[src/rtl/fet_guard_pkg.sv]
package fet_guard_pkg;
  localparam int unsigned NUM_FETS = 4;
  localparam int unsigned NUM_PWR  = 5;

  typedef enum int unsigned {
    FET_CHG  = 0,
    FET_PCHG = 1,
    FET_DSG  = 2,
    FET_PDSG = 3
  } fet_idx_e;

  typedef enum int unsigned {
    PWR_OSC    = 0,
    PWR_LDO18  = 1,
    PWR_PREREG = 2,
    PWR_LDO_A  = 3,
    PWR_LDO_B  = 4
  } pwr_idx_e;
endpackage

[src/rtl/fg_sync.sv]
module fg_sync #(
  parameter int unsigned WIDTH  = 1,
  parameter int unsigned STAGES = 2
) (
  input  logic             clk_i,
  input  logic             rst_ni,
  input  logic [WIDTH-1:0] d_i,
  output logic [WIDTH-1:0] q_o
);
  logic [WIDTH-1:0] stg_q [STAGES];

  generate
    for (genvar s = 0; s < STAGES; s++) begin : g_stage
      always_ff @(posedge clk_i or negedge rst_ni) begin
        if (!rst_ni) stg_q[s] <= '0;
        else if (s == 0) stg_q[s] <= d_i;
        else stg_q[s] <= stg_q[(s == 0) ? 0 : s-1];
      end
    end
  endgenerate

  assign q_o = stg_q[STAGES-1];
endmodule

[src/rtl/fg_hold_timer.sv]
module fg_hold_timer #(
  parameter int unsigned HOLD_TICKS = 32
) (
  input  logic clk_i,
  input  logic rst_ni,
  input  logic level_i,
  input  logic tick_i,
  output logic hit_o,
  output logic shutdown_o
);
  localparam int unsigned CNT_W = (HOLD_TICKS > 1) ? $clog2(HOLD_TICKS) : 1;
  localparam logic [CNT_W-1:0] LAST = CNT_W'(HOLD_TICKS - 1);

  logic [CNT_W-1:0] cnt_q;
  logic             shut_q;

  assign hit_o = level_i & tick_i & ~shut_q & (cnt_q == LAST);

  always_ff @(posedge clk_i or negedge rst_ni) begin
    if (!rst_ni) begin
      cnt_q  <= '0;
      shut_q <= 1'b0;
    end else begin
      if (!level_i || hit_o) cnt_q <= '0;
      else if (tick_i && !shut_q) cnt_q <= cnt_q + 1'b1;
      if (hit_o) shut_q <= 1'b1;
    end
  end

  assign shutdown_o = shut_q;

  assert_cnt_clear_R4: assert property (@(posedge clk_i) disable iff (!rst_ni)
    !level_i |=> cnt_q == '0);

  assert_shut_sticky_R9: assert property (@(posedge clk_i) disable iff (!rst_ni)
    shut_q |=> shut_q);

  assert_shut_entry_R3: assert property (@(posedge clk_i) disable iff (!rst_ni)
    $rose(shut_q) |-> $past(level_i) && $past(tick_i));
endmodule

[src/rtl/fg_fet_gate.sv]
module fg_fet_gate #(
  parameter int unsigned N = 4
) (
  input  logic         clk_i,
  input  logic         rst_ni,
  input  logic [N-1:0] fw_req_i,
  input  logic [N-1:0] host_dis_i,
  input  logic [N-1:0] pin_dis_i,
  input  logic         freeze_i,
  input  logic         kill_i,
  output logic [N-1:0] fet_en_o
);
  logic [N-1:0] fet_q;

  generate
    for (genvar i = 0; i < N; i++) begin : g_fet
      logic allow;
      assign allow = fw_req_i[i] & ~host_dis_i[i] & ~pin_dis_i[i];

      always_ff @(posedge clk_i or negedge rst_ni) begin
        if (!rst_ni)       fet_q[i] <= 1'b0;
        else if (kill_i)   fet_q[i] <= 1'b0;
        else if (!freeze_i) fet_q[i] <= allow;
      end

      assert_pin_off_R8: assert property (@(posedge clk_i) disable iff (!rst_ni)
        (pin_dis_i[i] && !freeze_i) |=> !fet_q[i]);
    end
  endgenerate

  assign fet_en_o = fet_q;

  assert_freeze_hold_R2: assert property (@(posedge clk_i) disable iff (!rst_ni)
    (freeze_i && !kill_i) |=> $stable(fet_q));

  assert_kill_off_R3: assert property (@(posedge clk_i) disable iff (!rst_ni)
    kill_i |=> fet_q == '0);
endmodule

[src/rtl/fet_guard_ctrl.sv]
module fet_guard_ctrl
  import fet_guard_pkg::*;
#(
  parameter int unsigned TICK_HZ  = 32,
  parameter int unsigned HOLD_SEC = 1
) (
  input  logic                clk_i,
  input  logic                rst_ni,
  input  logic                rst_shut_i,
  input  logic                chg_off_i,
  input  logic                dsg_off_i,
  input  logic                combined_mode_i,
  input  logic [NUM_FETS-1:0] fw_fet_req_i,
  input  logic [NUM_FETS-1:0] host_fet_dis_i,
  input  logic                tick_i,
  input  logic                fuse_fire_i,
  output logic [NUM_FETS-1:0] fet_en_o,
  output logic                soft_rst_o,
  output logic                shutdown_o,
  output logic [NUM_PWR-1:0]  pwr_off_o,
  output logic                fuse_o
);
  localparam int unsigned HOLD_TICKS = TICK_HZ * HOLD_SEC;

  logic [2:0] pins_s;
  logic       rst_shut_s, chg_off_s, dsg_off_s;
  logic       hit, shut_q;
  logic       chg_pair_dis, dsg_pair_dis;
  logic [NUM_FETS-1:0] pin_dis;
  logic       fuse_q;

  fg_sync #(.WIDTH(3), .STAGES(2)) u_sync (
    .clk_i  (clk_i),
    .rst_ni (rst_ni),
    .d_i    ({dsg_off_i, chg_off_i, rst_shut_i}),
    .q_o    (pins_s)
  );
  assign rst_shut_s = pins_s[0];
  assign chg_off_s  = pins_s[1];
  assign dsg_off_s  = pins_s[2];

  fg_hold_timer #(.HOLD_TICKS(HOLD_TICKS)) u_hold (
    .clk_i      (clk_i),
    .rst_ni     (rst_ni),
    .level_i    (rst_shut_s),
    .tick_i     (tick_i),
    .hit_o      (hit),
    .shutdown_o (shut_q)
  );

  // combined mode: discharge-off pin covers both pairs, charge-off pin ignored
  assign chg_pair_dis = combined_mode_i ? dsg_off_s : chg_off_s;
  assign dsg_pair_dis = dsg_off_s;

  always_comb begin
    pin_dis           = '0;
    pin_dis[FET_CHG]  = chg_pair_dis;
    pin_dis[FET_PCHG] = chg_pair_dis;
    pin_dis[FET_DSG]  = dsg_pair_dis;
    pin_dis[FET_PDSG] = dsg_pair_dis;
  end

  fg_fet_gate #(.N(NUM_FETS)) u_gate (
    .clk_i      (clk_i),
    .rst_ni     (rst_ni),
    .fw_req_i   (fw_fet_req_i),
    .host_dis_i (host_fet_dis_i),
    .pin_dis_i  (pin_dis),
    .freeze_i   (rst_shut_s),
    .kill_i     (hit | shut_q),
    .fet_en_o   (fet_en_o)
  );

  // fuse state survives soft reset
  always_ff @(posedge clk_i or negedge rst_ni) begin
    if (!rst_ni)          fuse_q <= 1'b0;
    else if (fuse_fire_i) fuse_q <= 1'b1;
  end

  assign fuse_o     = fuse_q;
  assign soft_rst_o = rst_shut_s | shut_q;
  assign shutdown_o = shut_q;
  assign pwr_off_o  = {NUM_PWR{shut_q}};

  assert_shut_all_off_R3: assert property (@(posedge clk_i) disable iff (!rst_ni)
    shutdown_o |-> (fet_en_o == '0) && (&pwr_off_o) && soft_rst_o);

  assert_chg_pair_R5: assert property (@(posedge clk_i) disable iff (!rst_ni)
    (chg_off_s && !combined_mode_i && !rst_shut_s) |=>
      !fet_en_o[FET_CHG] && !fet_en_o[FET_PCHG]);

  assert_dsg_pair_R6: assert property (@(posedge clk_i) disable iff (!rst_ni)
    (dsg_off_s && !rst_shut_s) |=> !fet_en_o[FET_DSG] && !fet_en_o[FET_PDSG]);

  assert_combined_R7: assert property (@(posedge clk_i) disable iff (!rst_ni)
    (combined_mode_i && dsg_off_s && !rst_shut_s) |=> fet_en_o == '0);

  assert_fuse_sticky_R11: assert property (@(posedge clk_i) disable iff (!rst_ni)
    fuse_o |=> fuse_o);
endmodule

[config.mk]
export PLATFORM = sky130hd
export DESIGN_NAME = fet_guard_ctrl
export DESIGN_NICKNAME = d
export VERILOG_FILES = /design/src/rtl/fet_guard_pkg.sv /design/src/rtl/fg_sync.sv /design/src/rtl/fg_hold_timer.sv /design/src/rtl/fg_fet_gate.sv /design/src/rtl/fet_guard_ctrl.sv
export SDC_FILE = /design/constraint.sdc
export NUM_CORES = 1
export LEC_CHECK = 0
export ABC_AREA = 1
export BUFFER_PORTS_ARGS = -buffer_cell sky130_fd_sc_hd__buf_4
export CORE_MARGIN = 2
export CORE_UTILIZATION = 42
export CTS_CLUSTER_DIAMETER = 150
export DETAILED_ROUTE_END_ITERATION = 6
export GPL_TIMING_DRIVEN = 0
export PLACE_DENSITY = 0.79
export SETUP_SLACK_MARGIN = 0.5
export SLEW_MARGIN = 20
export SYNTH_ARGS = -nofsm -noshare
export SYNTH_HDL_FRONTEND = slang
export SYNTH_SLANG_ARGS = --single-unit
[constraint.sdc]
create_clock -name clk_i -period 1.25 [get_ports clk_i]
set_input_delay 0 -clock clk_i [delete_from_list [all_inputs] [get_ports clk_i]]
set_output_delay 0 -clock clk_i [all_outputs]
set_load 0.05 [all_outputs]
Word level (Yosys, flattened, before mapping)
Index checks and enable logic that the tools add are counted.
{ "word_totals": {"register_bits": 17, "input_bits": 16, "out_inout_bits": 12} }
{ "classes": {"eq_ne": 2, "n_bitwise": 20, "addsub": 1, "muxes": 11, "reduce_logical": 5} }
{ "ops": {"columns": ["cell", "n"], "rows": [
  ["1-bit bitwise AND", 11],
  ["5-bit two-way mux", 2],
  ["1-bit two-way mux", 9],
  ["1-bit inverter", 7],
  ["5-bit by 1-bit adder with 5-bit output (second input constant)", 1],
  ["5-bit equality test (second input constant)", 1],
  ["1-bit logical NOT", 2],
  ["2-bit by 1-bit != test with 1-bit output (second input constant)", 1],
  ["1-bit bitwise OR", 2],
  ["2-bit nonzero test", 1],
  ["1-bit logical AND", 1],
  ["1-bit logical OR", 1]
]} }

Longest topological paths before layout
{ "logic_depth": {"ltp_word": 5, "depth_mapped": 9, "mapped_depth_nobuf": 9} }

By module
Synthesis repeated with hierarchy kept, for this count alone.
{ "hier_totals": {"hier_cells": 95, "hier_area_um2": 832.0} }
{ "by_module_without_submodules": {"columns": ["module", "seq_area_each_um2", "cells_each", "instances", "area_per_inst_um2"], "rows": [
  ["fg_hold_timer", 150.1, 42, 1, 354.1],
  ["fg_fet_gate", 100.1, 31, 1, 209.0],
  ["fg_sync", 150.1, 9, 1, 172.7],
  ["fet_guard_ctrl", 25.0, 13, 1, 96.3]
]} }

Worst setup path after synthesis
No wires, ideal clock.
{ "synth_path": {"kind": "register to register", "from": "reg u_hold.cnt_q[0]", "to": "reg u_hold.cnt_q[3]", "arrival_time_ps": 1243, "required_ps": 1185, "stages_incl_launch_ff": 10, "setup_time_ps": 65, "setup_slack_ps": -58, "path_cell_list": "dfrtp_1 -> ha_1 -> nand2_1 -> nor2_1 -> ha_1 -> inv_1 -> nand2_1 -> nor2_4 -> nand3_1 -> nand2_1"} }
{ "synth_between": {"elab_chain_len": 4} }
{ "synth_lines": {"columns": ["element", "line", "source"], "rows": [
  ["from (decl)", "fg_hold_timer.sv:14", "logic [CNT_W-1:0] cnt_q;"],
  ["from (signal assigned)", "fg_hold_timer.sv:25", "else if (tick_i && !shut_q) cnt_q <= cnt_q + 1'b1;"],
  ["parallel branches: the longest is 4 deep, another holds 5-bit by 1-bit adder with 5-bit output", null, null]
]} }
Parallel ways; which one is timed is not known. The select of a mux whose other input is x is not followed.
A chain may end at the register's enable or synchronous reset.

Worst setup path after layout
{ "layout_path": {"from": "reg u_hold.cnt_q[1]", "to": "reg u_hold.cnt_q[1]"} }
Same word-level chain as after synthesis.

==> summary.md <==
| Metric | Value |
|---|---|
| Post-Syn Nets | `101` |
| Register area share after synthesis | `55.02%` |
| Clock latency on the worst-skew pair | `0.29 ns` |
| Final worst setup slack | `-0.08984 ns` |
| Clock power share | `30.7%` |
| Yosys warnings | `0` |
| Crit share post-route | `107.2%` |
| Global-route wire length before repair | `2.532 mm` |
| Wirelength per Cell | `10.54 um` |
| I/O pins | `28` |
| Syn avg cell area | `9.316 um2` |
| RSZ-0062 raised after global routing | `true` |
| Slew HR | `86.14%` |
| Final hold viol count | `1` |
| Max cap viols | `0` |
| Minimum clock period | `1.340 ns` |
| Initial DRC Count | `6` |
| Starting Density | `44.78%` |
| Logic gate share of total power | `9.6%` |
| Post-route DRC | `0` |
| Die height | `46.91 um` |
| Synth area leader | `dfrtp_1` |
| Vias per cell | `4.506` |
| Critical Path, Cell by Cell | `ha_2, nand2_2, nor2_2, ha_2, inv_1, nand2_2, nor2_4, nand2_1, nand2_1` |
| Placed wire-length estimate | `1.147 mm` |
| Placed instance area | `0.001039 mm2` |
| # rows | `15` |
| Max stage delay on crit path | `0.39 ns` |
| Pre-antenna DRT Iters | `4` |
| CP delay by family, top | `simple AND/OR/NAND/NOR gates` |
| Routed WL | `1.644 mm` |
| Antenna-violating nets left | `0` |
| Worst setup EP type | `flip-flop` |
| Library cells used by synthesis | `17` |
| Worst-path clk slew | `0.09 ns` |
| Share of layout cells above drive strength 1 | `45.80%` |
| Failing checks | `negative hold slack, negative setup slack` |
| Run status | `finished, violations left` |
| Global route total overflow | `0` |
| Longest Clk Path Bufs | `2` |
| CP max stage cell | `dfrtp_1` |
| CTS tree | `yes` |
| Via count | `703` |
| Kind of critical path | `flip-flop to flip-flop` |
| Fillcell total | `121` |
| P per Cell Area | `729.5 mW/mm2` |
| CTS Buf Count | `3` |
| Setup violations, final | `11` |
| Htree depth | `1` |
| Int Pwr | `739.6 uW` |
| Design area | `0.001291 mm2` |
| DP Worst Slack | `-0.1539 ns` |
| Core Region | `0.001727 mm2` |
| Peak supply drop | `0.6123 mV` |
| Root Buffer | `clkbuf_4` |
| FF+latch count, synth | `17` |
| GP Congestion | `0.7113` |
| Vias in the first global route | `676` |
| Worst endpoint required time | `1.48 ns` |
| Die Wd | `46.91 um` |
| GRT Overall Usage | `17.04%` |
| IO Port Bufs | `27` |
| Max Clk Rate | `746.4 MHz` |
| Buffers & Inverters on Critical Path | `1` |
| Initial antenna violation count | `0` |
| Top-area cell type share of the netlist area | `55.02%` |
| Min-Delay Path Class | `input port to flip-flop` |
| Ranking of synthesized cells by area | `dfrtp_1 55%, nand2_1 11%, nand4_1 5.7%` |
| Arrival time at the worst endpoint | `1.57 ns` |
| Max Slew Vio Count | `0` |
| Worst-Margin Slew | `0.2078 ns` |
| DIE AREA | `0.002200 mm2` |
| CTS Sinks | `17` |
| Sequential power share | `59.7%` |
| Leakage | `0.6753 nW` |
| Syn Std Cell Area | `773.2 um2` |
| Sw frac | `21.49%` |
| Hold WS | `-0.02861 ns` |
| Critical-path maximum fanout | `5` |
| Post-Route Setup TNS | `-0.6773 ns` |
| Gate Count Post-Synth | `83` |
| CP Launch Type | `flip-flop` |
| Nets | `150` |
| Hold bufs inserted after CTS | `9` |
| # diodes | `0` |
| Largest net degree at the start of global routing | `18` |
| Layout Area Growth over Synthesis | `66.99%` |
| Final core utilization | `74.78%` |
| Sw Pwr | `202.4 uW` |
| Post-Route Skew | `0.0004519 ns` |
==> per-stage QoR <==
stage,total power [mW],instances
after floorplan,0.5921,83
after global placement,0.6408,135
after detailed placement,0.6423,135
after CTS,0.9533,155
after global routing,0.9872,156
final,0.9420,156
==> power by group through the flow <==
stage	Sequential [mW]	Clock, mW	Combinational, mW
after floorplan	0.573	0	0.0190
after global routing	0.564	0.323	0.0999
after CTS	0.563	0.300	0.0907
final	0.562	0.289	0.0907
after detailed placement	0.574	0	0.0686
after global placement	0.573	0	0.0675
==> cell families (layout without fill, tap and decap cells) <==
| group | Yosys count | in the layout | share of synthesized area, % |
|---|---|---|---|
| AO/OA/AOI/OAI | 1 | 1 | 0.9712 |
| adder cells (fa/ha/maj) | 2 | 2 | 3.236 |
| flip-flops | 17 | 17 | 55.02 |
| AND/OR/NAND/NOR | 47 | 47 | 29.61 |
| buffers and inverters | 16 | 64 | 11.17 |
==> sequential cells by signal, indices dropped and copies added, names as in the netlist <==
register	count
u_hold.shutdown_o	1
fuse_o	1
u_sync.q_o	3
u_sync.stg_q	3
u_gate.fet_en_o	4
u_hold.cnt_q	5
==> worst register-to-register path, cell delays in order, from the launching register on <==
cell and delay [ns]:
dfrtp_1 0.39, ha_2 0.20, nand2_2 0.08, nor2_2 0.04, ha_2 0.16, inv_1 0.06, nand2_2 0.06, nor2_4 0.15
nand2_1 0.08, nand2_1 0.07
==> cell usage in the layout (no fill, tap or decap), drive strengths merged <==
cell type and count:
ha 2, buf 41, inv 10, nand3 5
nor3b 1, nand4 7, or2 2, dlygate4sd3 9
o21a 1, nand2 25, dfrtp 17, nor2 7
clkbuf 4
==> what timing repair did <==
action,in CTS,in global routing
pin swaps,6,3
setup endpoints to repair,22,23
endpoints found under the hold margin,25,1
resized for setup,20,3
buffers inserted,7,1
==> final timing paths <==
path / from / endpoint / slack (ns) / depth (start not counted)
max in group asynchronous: rst_ni / u_hold.shutdown_o / 0.96 / 2
setup / recovery: u_hold.cnt_q[1] / u_hold.cnt_q[1] / -0.09 / 9
hold / removal: host_fet_dis_i[2] / u_gate.fet_en_o[2] / -0.03 / 4
hold reg to reg: u_sync.stg_q[3] / u_sync.q_o[0] / 0.36 / 0
min in group asynchronous: rst_ni / u_hold.cnt_q[1] / 0.09 / 2
setup reg to reg: u_hold.cnt_q[1] / u_hold.cnt_q[1] / -0.09 / 9
==> synthesized netlist by cell type <==
library cell	n
nor2_4	1
inv_1	8
buf_6	1
buf_4	5
or2_2	2
nand2_4	1
nor2_2	1
inv_2	2
dfrtp_1	17
nor3b_1	1
o21a_1	1
nand2_2	1
ha_1	2
nand3_1	5
nor2_1	5
nand4_1	7
nand2_1	23
==> layer usage <==
layer | track usage (%) | vias up | wire [um]
met2 | 30.96 | 19 | 882
met1 | 17.53 | 326 | 658
met4 | 10.00 | 0 | 35
li1 | - | 354 | -
met3 | 4.231 | 4 | 67
met5 | 0 | - | 0
==> layout make-up <==
type / instances / area (um2) / share of cell area, %
Tap cell: 25 / 31.28 / 2.422
Buffer: 6 / 67.56 / 5.233
Sequential cell: 17 / 430.4 / 33.33
Clock buffer: 4 / 26.28 / 2.035
Inverter: 10 / 37.54 / 2.907
Multi-Input combinational cell: 50 / 281.5 / 21.80
Timing Repair Buffer: 44 / 416.7 / 32.27
Power figures use the tool's default switching activity.
